<file path="src/rtl/perp_pkg.sv">
package perp_pkg;

  typedef enum logic [1:0] {
    RM_CONV = 2'd0,
    RM_P500 = 2'd1,
    RM_P1M  = 2'd2
  } rec_mode_e;

  localparam logic [1:0] RATE_CODE_1M = 2'b11;
  localparam int unsigned GAP2_BYTES_500K = 19;
  localparam int unsigned GAP2_BYTES_1M   = 38;
  localparam int unsigned VCO_LEAD_BASE   = 24;
  localparam int unsigned VCO_LEAD_1M     = 43;

  // Global bits: WGATE selects perpendicular, GAP picks the 1 Mbps class.
  function automatic rec_mode_e global_mode(input logic wg, input logic gp);
    if (!wg) return RM_CONV;
    return gp ? RM_P1M : RM_P500;
  endfunction

  // Density class for a drive made perpendicular through its own flag.
  function automatic rec_mode_e rate_mode(input logic [1:0] rate);
    return (rate == RATE_CODE_1M) ? RM_P1M : RM_P500;
  endfunction

  function automatic logic [5:0] gap2_len(input rec_mode_e m);
    case (m)
      RM_P1M:  return 6'(GAP2_BYTES_1M);
      RM_P500: return 6'(GAP2_BYTES_500K);
      default: return 6'd0;
    endcase
  endfunction

  function automatic logic [5:0] vco_lead(input rec_mode_e m);
    return (m == RM_P1M) ? 6'(VCO_LEAD_1M) : 6'(VCO_LEAD_BASE);
  endfunction

endpackage

</file>
<file path="src/rtl/perp_cmd_regs.sv">
module perp_cmd_regs #(
  parameter int NDRV = 4
) (
  input  logic            clk,
  input  logic            rst_n,
  input  logic            srst_i,
  input  logic            cmd_we_i,
  input  logic [7:0]      cmd_byte_i,
  output logic            wgate_o,
  output logic            gap_o,
  output logic [NDRV-1:0] dflags_o
);
  localparam int BIT_WG  = 0;
  localparam int BIT_GAP = 1;
  localparam int BIT_D0  = 2;
  localparam int BIT_OW  = 7;

  logic            wgate_q, gap_q;
  logic [NDRV-1:0] dflags_q;

  // Named events for the assertions below.
  logic glob_load, glob_clear, flag_load;
  assign glob_clear = srst_i;
  assign glob_load  = cmd_we_i && !srst_i;
  assign flag_load  = cmd_we_i && cmd_byte_i[BIT_OW];

  logic unused_bits;
  assign unused_bits = ^cmd_byte_i[BIT_OW-1:BIT_D0+NDRV];

  always_ff @(posedge clk or negedge rst_n) begin
    if (!rst_n) begin
      wgate_q  <= 1'b0;
      gap_q    <= 1'b0;
      dflags_q <= '0;
    end else begin
      if (glob_clear) begin
        wgate_q <= 1'b0;
        gap_q   <= 1'b0;
      end else if (glob_load) begin
        wgate_q <= cmd_byte_i[BIT_WG];
        gap_q   <= cmd_byte_i[BIT_GAP];
      end
      if (flag_load) dflags_q <= cmd_byte_i[BIT_D0 +: NDRV];
    end
  end

  assign wgate_o  = wgate_q;
  assign gap_o    = gap_q;
  assign dflags_o = dflags_q;

  AST_SRST_CLEARS_GLOBAL: assert property (@(posedge clk) disable iff (!rst_n)
    srst_i |=> (!wgate_q && !gap_q));
  AST_SRST_KEEPS_FLAGS: assert property (@(posedge clk) disable iff (!rst_n)
    (srst_i && !cmd_we_i) |=> $stable(dflags_q));
  AST_NO_OW_HOLDS_FLAGS: assert property (@(posedge clk) disable iff (!rst_n)
    (cmd_we_i && !cmd_byte_i[BIT_OW]) |=> $stable(dflags_q));
  AST_OW_LOADS_FLAGS: assert property (@(posedge clk) disable iff (!rst_n)
    (cmd_we_i && cmd_byte_i[BIT_OW]) |=> (dflags_q == $past(cmd_byte_i[BIT_D0 +: NDRV])));
  AST_GLOBAL_LOAD: assert property (@(posedge clk) disable iff (!rst_n)
    (cmd_we_i && !srst_i) |=> (wgate_q == $past(cmd_byte_i[BIT_WG]) &&
                                gap_q == $past(cmd_byte_i[BIT_GAP])));
  AST_GLOBAL_HOLD_IDLE: assert property (@(posedge clk) disable iff (!rst_n)
    (!cmd_we_i && !srst_i) |=> $stable({wgate_q, gap_q}));
  AST_HW_RESET_CLEAR: assert property (@(posedge clk) disable iff (!rst_n)
    $rose(rst_n) |-> (dflags_q == '0 && !wgate_q && !gap_q));

endmodule

</file>
<file path="src/rtl/perp_resolve.sv">
module perp_resolve
  import perp_pkg::*;
#(
  parameter int NDRV = 4,
  parameter int PCW  = 3,
  localparam int DSW = (NDRV > 1) ? $clog2(NDRV) : 1
) (
  input  logic            wgate_i,
  input  logic            gap_i,
  input  logic [NDRV-1:0] dflags_i,
  input  logic [DSW-1:0]  drv_sel_i,
  input  logic [1:0]      rate_i,
  input  logic [PCW-1:0]  precomp_i,
  output rec_mode_e       mode_o,
  output logic            dpath_perp_o,
  output logic [PCW-1:0]  precomp_o
);
  logic global_on;
  logic sel_flag;

  assign global_on = wgate_i || gap_i;
  assign sel_flag  = (int'(drv_sel_i) < NDRV) ? dflags_i[drv_sel_i] : 1'b0;

  // Per-drive flag only counts while both global bits are clear.
  assign dpath_perp_o = !global_on && sel_flag;

  always_comb begin
    if (global_on)         mode_o = global_mode(wgate_i, gap_i);
    else if (dpath_perp_o) mode_o = rate_mode(rate_i);
    else                   mode_o = RM_CONV;
  end

  assign precomp_o = dpath_perp_o ? '0 : precomp_i;

endmodule

</file>
<file path="src/rtl/perp_timing.sv">
module perp_timing
  import perp_pkg::*;
(
  input  rec_mode_e  mode_i,
  output logic [5:0] gap2_bytes_o,
  output logic [5:0] vco_lead_o
);
  assign gap2_bytes_o = gap2_len(mode_i);
  assign vco_lead_o   = vco_lead(mode_i);
endmodule

</file>
<file path="src/rtl/perp_mode_ctl.sv">
module perp_mode_ctl
  import perp_pkg::*;
#(
  parameter int NDRV = 4,
  parameter int PCW  = 3,
  localparam int DSW = (NDRV > 1) ? $clog2(NDRV) : 1
) (
  input  logic           clk,
  input  logic           rst_n,
  input  logic           srst_i,
  input  logic           cmd_we_i,
  input  logic [7:0]     cmd_byte_i,
  input  logic [DSW-1:0] drv_sel_i,
  input  logic [1:0]     rate_i,
  input  logic [PCW-1:0] precomp_i,
  output logic [1:0]     mode_o,
  output logic [PCW-1:0] precomp_o,
  output logic [5:0]     gap2_bytes_o,
  output logic [5:0]     vco_lead_o
);
  logic            wgate, gap;
  logic [NDRV-1:0] dflags;
  rec_mode_e       mode;
  logic            dpath_perp;

  perp_cmd_regs #(.NDRV(NDRV)) u_regs (
    .clk        (clk),
    .rst_n      (rst_n),
    .srst_i     (srst_i),
    .cmd_we_i   (cmd_we_i),
    .cmd_byte_i (cmd_byte_i),
    .wgate_o    (wgate),
    .gap_o      (gap),
    .dflags_o   (dflags)
  );

  perp_resolve #(.NDRV(NDRV), .PCW(PCW)) u_resolve (
    .wgate_i      (wgate),
    .gap_i        (gap),
    .dflags_i     (dflags),
    .drv_sel_i    (drv_sel_i),
    .rate_i       (rate_i),
    .precomp_i    (precomp_i),
    .mode_o       (mode),
    .dpath_perp_o (dpath_perp),
    .precomp_o    (precomp_o)
  );

  perp_timing u_timing (
    .mode_i       (mode),
    .gap2_bytes_o (gap2_bytes_o),
    .vco_lead_o   (vco_lead_o)
  );

  assign mode_o = mode;

  AST_MODE_LEGAL: assert property (@(posedge clk) disable iff (!rst_n)
    mode_o != 2'd3);
  AST_GLOBAL_1M_ALL: assert property (@(posedge clk) disable iff (!rst_n)
    (wgate && gap) |-> (mode_o == 2'd2));
  AST_GAP_ONLY_CONV: assert property (@(posedge clk) disable iff (!rst_n)
    (!wgate && gap) |-> (mode_o == 2'd0 && precomp_o == precomp_i));
  AST_FLAG_ZERO_PRECOMP: assert property (@(posedge clk) disable iff (!rst_n)
    dpath_perp |-> (precomp_o == '0));
  AST_OTHER_PRECOMP_PASS: assert property (@(posedge clk) disable iff (!rst_n)
    !dpath_perp |-> (precomp_o == precomp_i));
  AST_CONV_NO_GAP2: assert property (@(posedge clk) disable iff (!rst_n)
    (mode_o == 2'd0) |-> (gap2_bytes_o == 6'd0 && vco_lead_o == 6'd24));

endmodule

</file>
<file path="config.mk">
export PLATFORM = sky130hd
export DESIGN_NAME = perp_mode_ctl
export DESIGN_NICKNAME = d
export VERILOG_FILES = /design/src/rtl/perp_pkg.sv /design/src/rtl/perp_cmd_regs.sv /design/src/rtl/perp_resolve.sv /design/src/rtl/perp_timing.sv /design/src/rtl/perp_mode_ctl.sv
export SDC_FILE = /design/constraint.sdc
export NUM_CORES = 1
export LEC_CHECK = 0
export ABC_AREA = 1
export BUFFER_PORTS_ARGS = -buffer_cell sky130_fd_sc_hd__buf_2
export CAP_MARGIN = 5
export CORE_MARGIN = 1
export CORE_UTILIZATION = 34
export DETAILED_ROUTE_END_ITERATION = 7
export GPL_ROUTABILITY_DRIVEN = 0
export HOLD_SLACK_MARGIN = 0.03
export PLACE_DENSITY = 0.81
export SLEW_MARGIN = 15
export SYNTH_ARGS = -nofsm -noshare
export SYNTH_HDL_FRONTEND = slang
export SYNTH_SLANG_ARGS = --single-unit
</file>
<file path="constraint.sdc">
create_clock -name clk -period 1.45 [get_ports clk]
set_clock_uncertainty 0.2 [all_clocks]
set_input_delay 0.0725 -clock clk [delete_from_list [all_inputs] [get_ports clk]]
set_output_delay 0.0725 -clock clk [all_outputs]
set_load 0.05 [all_outputs]
</file>
## Word-level counts from Yosys, hierarchy flattened

Cells that the tools add are included.

- Bits in registers: 6
- Logic and storage cells: 31

- $lt $le $gt $ge: 1
- Equal/unequal tests: 3
- Muxes and demuxes: 17
- Reduce and logical (&&, ||, !) cells: 7

Operators by type and width:

| cell | count |
|---|---|
| $mux W2 | 6 |
| $pmux W6 S2 | 1 |
| $mux W1 | 7 |
| $mux W6 | 1 |
| $eq A2 B2 Y1 const B | 2 |
| $logic_and A1 B1 Y1 | 3 |
| $lt A2 B3 Y1 const B | 1 |
| $mux W3 | 1 |
| $bmux W1 S2 | 1 |
| $eq A2 B1 Y1 const B | 1 |
| $logic_not A1 Y1 | 2 |
| $reduce_bool A2 Y1 | 1 |
| $logic_or A1 B1 Y1 | 1 |

## Longest topological paths before layout

- Depth in word-level cells: 7
- Mapped depth: 8
- Gate-level depth less buffers: 8

## Modules after synthesis

Synthesis repeated with hierarchy kept, for this count alone.

- Cells, all modules: 71
- Area total of the unflattened synthesis: 509.2 µm²

By module, submodules not included:

| module | instances | cells each | area an instance (µm²) |
|---|---|---|---|
| perp_cmd_regs | 1 | 28 | 262.8 |
| perp_resolve | 1 | 26 | 126.4 |
| perp_timing | 1 | 17 | 120.1 |

## Worst setup path before layout

OpenSTA, ideal clock, no wires.

- Path type: register to output
- Start: reg u_regs.gap_q (netlist: u_regs.gap_o)
- End: out gap2_bytes_o[5]
- Arrival time: 1.648 ns
- Setup slack: -0.471 ns
- Stages on the path, launching flop included: 6
- Buffers on the path: 1
- Cells stage by stage: dfrtp_1 > nor2_1 > nand3_4 > o21ai_1 > ha_1 > buf_4

- Cells in the longest elaborated chain, start to end: 7

RTL lines:

| what | RTL line | source |
|---|---|---|
| start: declaration | perp_cmd_regs.sv:18 | `logic wgate_q, gap_q;` |
| start signal: assignment | perp_cmd_regs.sv:41 | `gap_q <= cmd_byte_i[BIT_GAP];` |
| $logic_or A1 B1 Y1 | perp_resolve.sv:21 | `assign global_on = wgate_i \|\| gap_i;` |
| $logic_not A1 Y1 | perp_resolve.sv:25 | `assign dpath_perp_o = !global_on && sel_flag;` |
| $logic_and A1 B1 Y1 | perp_resolve.sv:25 |  |
| $mux W2 | perp_resolve.sv:29 | `else if (dpath_perp_o) mode_o = rate_mode(rate_i);` |
| $mux W2 (*) | perp_resolve.sv:28 | `if (global_on) mode_o = global_mode(wgate_i, gap_i);` |
| $eq A2 B1 Y1 or $eq A2 B2 Y1 (tied branches) | perp_pkg.sv:27 | `case (m)` |
| $pmux W6 S2 (*) | perp_pkg.sv:27 |  |
| end: declaration | perp_mode_ctl.sv:18 | `output logic [5:0] gap2_bytes_o,` |

Every way passes the cells marked *; elsewhere a longest branch is shown, timed or not.

## Worst setup path in the final report

- Start: reg u_regs.gap_q (netlist: u_regs.gap_o)
- End: out gap2_bytes_o[0]

Same word-level chain as after synthesis.

==> impl_metrics.tcl <==
set metrics [dict create \
    status "finished with violations" \
    violations "negative setup slack" \
    critPathMaxStageDelay_ns 0.39 \
    seqCellArea_sq_um 150.1 \
    path_cells "nor2_2, nand3_4, buf_6, nor2_4, nor2_4, ha_4, buf_8" \
    grt_pass1_wl_mm 2.263 \
    min_path_cells 4 \
    finalPower_mw 0.8874 \
    ys_top_cells_by_area "dfrtp_1 (31%), buf_4 (12%), mux2_2 (9.2%)" \
    vias_per_cell 4.653 \
    first_iter_violations 2 \
    cp-start-kind "register" \
    cp_max_fo 4 \
    finalNonFillerCells 124 \
    place_inst 108 \
    fin_area_sq_um 1016 \
    criticalPathCategory "register to output port" \
    setup_violations 14 \
    rrSetupSlack_ns 0.45 \
    fin_crit_ns 1.819 \
    rsz0062_at_grt "true" \
    clk_path_buf_depth 2 \
    slew_viol_final 0 \
    clk_latency_ns 0.24 \
    n_fill_cell 85 \
    timing.rr.end "u_regs.wgate_o" \
    arrival_ns 1.55 \
    dieArea_sq_um 1594 \
    n_antenna_cell 0 \
    area_growth_pct 107.7 \
    reg2regPathDepth 3 \
    grt_max_degree 7 \
    placed_area_sq_um 700.7 \
    path_delay_family "simple AND/OR/NAND/NOR gates" \
    start_util_pct 37.13 \
    hpwl_um 870.5 \
    antenna_left 0 \
    firstDrtPassIters 4 \
    fin_setup_tns_ns -3.993 \
    multi_input_area_sq_um 329.1 \
    port-buffer-count 31 \
    die_x_um 39.93 \
    ios 36 \
    syn_area_sq_um 489.2 \
    synth_cell_types 18 \
    fin_crit_sh_pct 125.5 \
    cpMostUsedCell "nor2_4" \
    drive_gt1_share_pct 64.22 \
    die_h_um 39.93 \
    core-area_sq_um 1318 \
    hold_violations 0 \
    drc 0 \
    rows 13 \
    cts_made_buffers 3 \
    path_buf_inv 2 \
    p_per_area_nw_per_um2 873.4 \
    antenna_found_initial 0 \
    grt_pass1_vias 566 \
    wirelength_mm 1.473 \
    p_leak_nw 0.5225 \
    yosysWarnings 0 \
    grt_use_total_pct 21.54 \
    whs_endpoint "precomp_o[2]" \
    min_from "precomp_i[2]" \
    yosysTopAreaCell "dfrtp_1" \
    timing.rr.start "u_regs.wgate_o" \
    htreeDepth 1 \
    slowest_stage "dfrtp_1" \
    min_path_type "primary input to output port" \
    cts_tree "done" \
    end_kind "output port" \
    clk_pin_slew_ns 0.04 \
    worstPathRequired_ns 1.18 \
    synth_top_area_share_pct 30.69 \
    ys_seq_elements 6 \
    syn_avg_cell_area_sq_um 7.891 \
    cts-root-buf "clkbuf_4" \
    cts.sinks 6 \
    worstSetupStartpoint "u_regs.gap_o" \
    wl_per_cell_um 11.88 \
    vias 577 \
    vdd_ir_drop_max_mv 0.6135 \
    drv_cap 0 \
    yosysSeqAreaShare_pct 30.69 \
    worst_slack_ns -0.3692 \
    max_freq_mhz 549.7 \
    synthCells 62 \
    grt-ovfl-total 0 \
    layout.nets 132 \
]
-- worst max-delay path by stage --
stage                 endpoint  slack, ns  cells past startpoint
2_1_floorplan        mode_o[1]      -0.21                      3
3_3_place_gp   gap2_bytes_o[1]      -0.18                      6
3_5_place_dp   gap2_bytes_o[1]      -0.22                      8
4_1_cts        gap2_bytes_o[1]      -0.36                      7
5_1_grt        gap2_bytes_o[0]      -0.43                      7
6_report       gap2_bytes_o[0]      -0.37                      7
-- per-stage QoR --
step | setup slack (ns) | hold slack, ns | util, %
finish | -0.3692 | 0.2554 | 77.11
global placement | -0.1836 | -0.3032 | 53.18
global route | -0.4287 | 0.2791 | 77.11
detailed placement | -0.2190 | -0.2985 | 53.18
floorplan | -0.2144 | -0.4231 | -
CTS | -0.3552 | 0.2727 | 73.41
-- worst min-delay path: stages --
cell and delay (ns):
buf_2 0.08, nand2_2 0.04, inv_2 0.05, buf_8 0.13
-- timing repair --
action | CTS | global route
resized for setup | 37 | 15
buffers inserted | 1 | 2
pin swaps | 5 | 3
hold buffers | 11 | 0
setup endpoints to repair | 14 | 14
hold endpoints to repair | 12 | 0
-- metal layers --
layer / wire, um / global-route usage (%) / part of all wire, % / vias up
met4: 50 / 9.483 / 3.4 / 0
met5: 0 / 0 / 0 / -
li1: - / - / - / 274
met1: 487 / 19.24 / 33 / 275
met2: 869 / 44.76 / 59 / 24
met3: 65 / 3.889 / 4.4 / 4
-- cell usage after synthesis --
master,instances
o21ai_1,2
or2_1,1
inv_2,1
o21bai_1,2
nand3_2,2
nand2_2,2
nor2_2,1
conb_1,2
dfrtp_1,6
nand3_1,2
inv_1,10
ha_1,2
nand2_1,8
nand3_4,1
mux2_2,4
buf_4,8
o21ai_0,2
nor2_1,6
-- registers in the layout, indices dropped and copies added, names as in the netlist --
register	count
u_regs.dflags_o	4
u_regs.gap_o	1
u_regs.wgate_o	1
-- kinds of logic after synthesis --
logic type                 share of synthesized area [%]
and+or+nand+nor                                    25.58
DFF                                                30.69
other                                              1.535
buffers and inverters                              20.72
AOI/OAI and AO/OA                                  7.160
muxes                                              9.207
adders and majority gates                          5.114
-- power by group --
group          switching, mW  internal (mW)  total (mW)
sequential            0.0122          0.188       0.200
combinational          0.305          0.233       0.538
clock                 0.0559         0.0933       0.149
total                  0.373          0.514       0.887
-- cells in the final DEF, fill, tap and decap left out, drive strengths merged, types with 3 or more instances in the layout --
cell,count
nand3,5
buf,40
conb,3
o21ai,4
inv,10
dfrtp,6
nand2,10
nor2,7
dlygate4sd3,11
mux2,4
clkbuf,3
-- area by class of cell --
type / count / area share (%)
timing repair buffer: 51 / 44.34
tap: 15 / 1.847
inverter: 11 / 4.434
sequential: 6 / 14.78
clock buffer: 3 / 2.217
multi-input combinational: 38 / 32.39
Power figures use the tool's default switching activity.
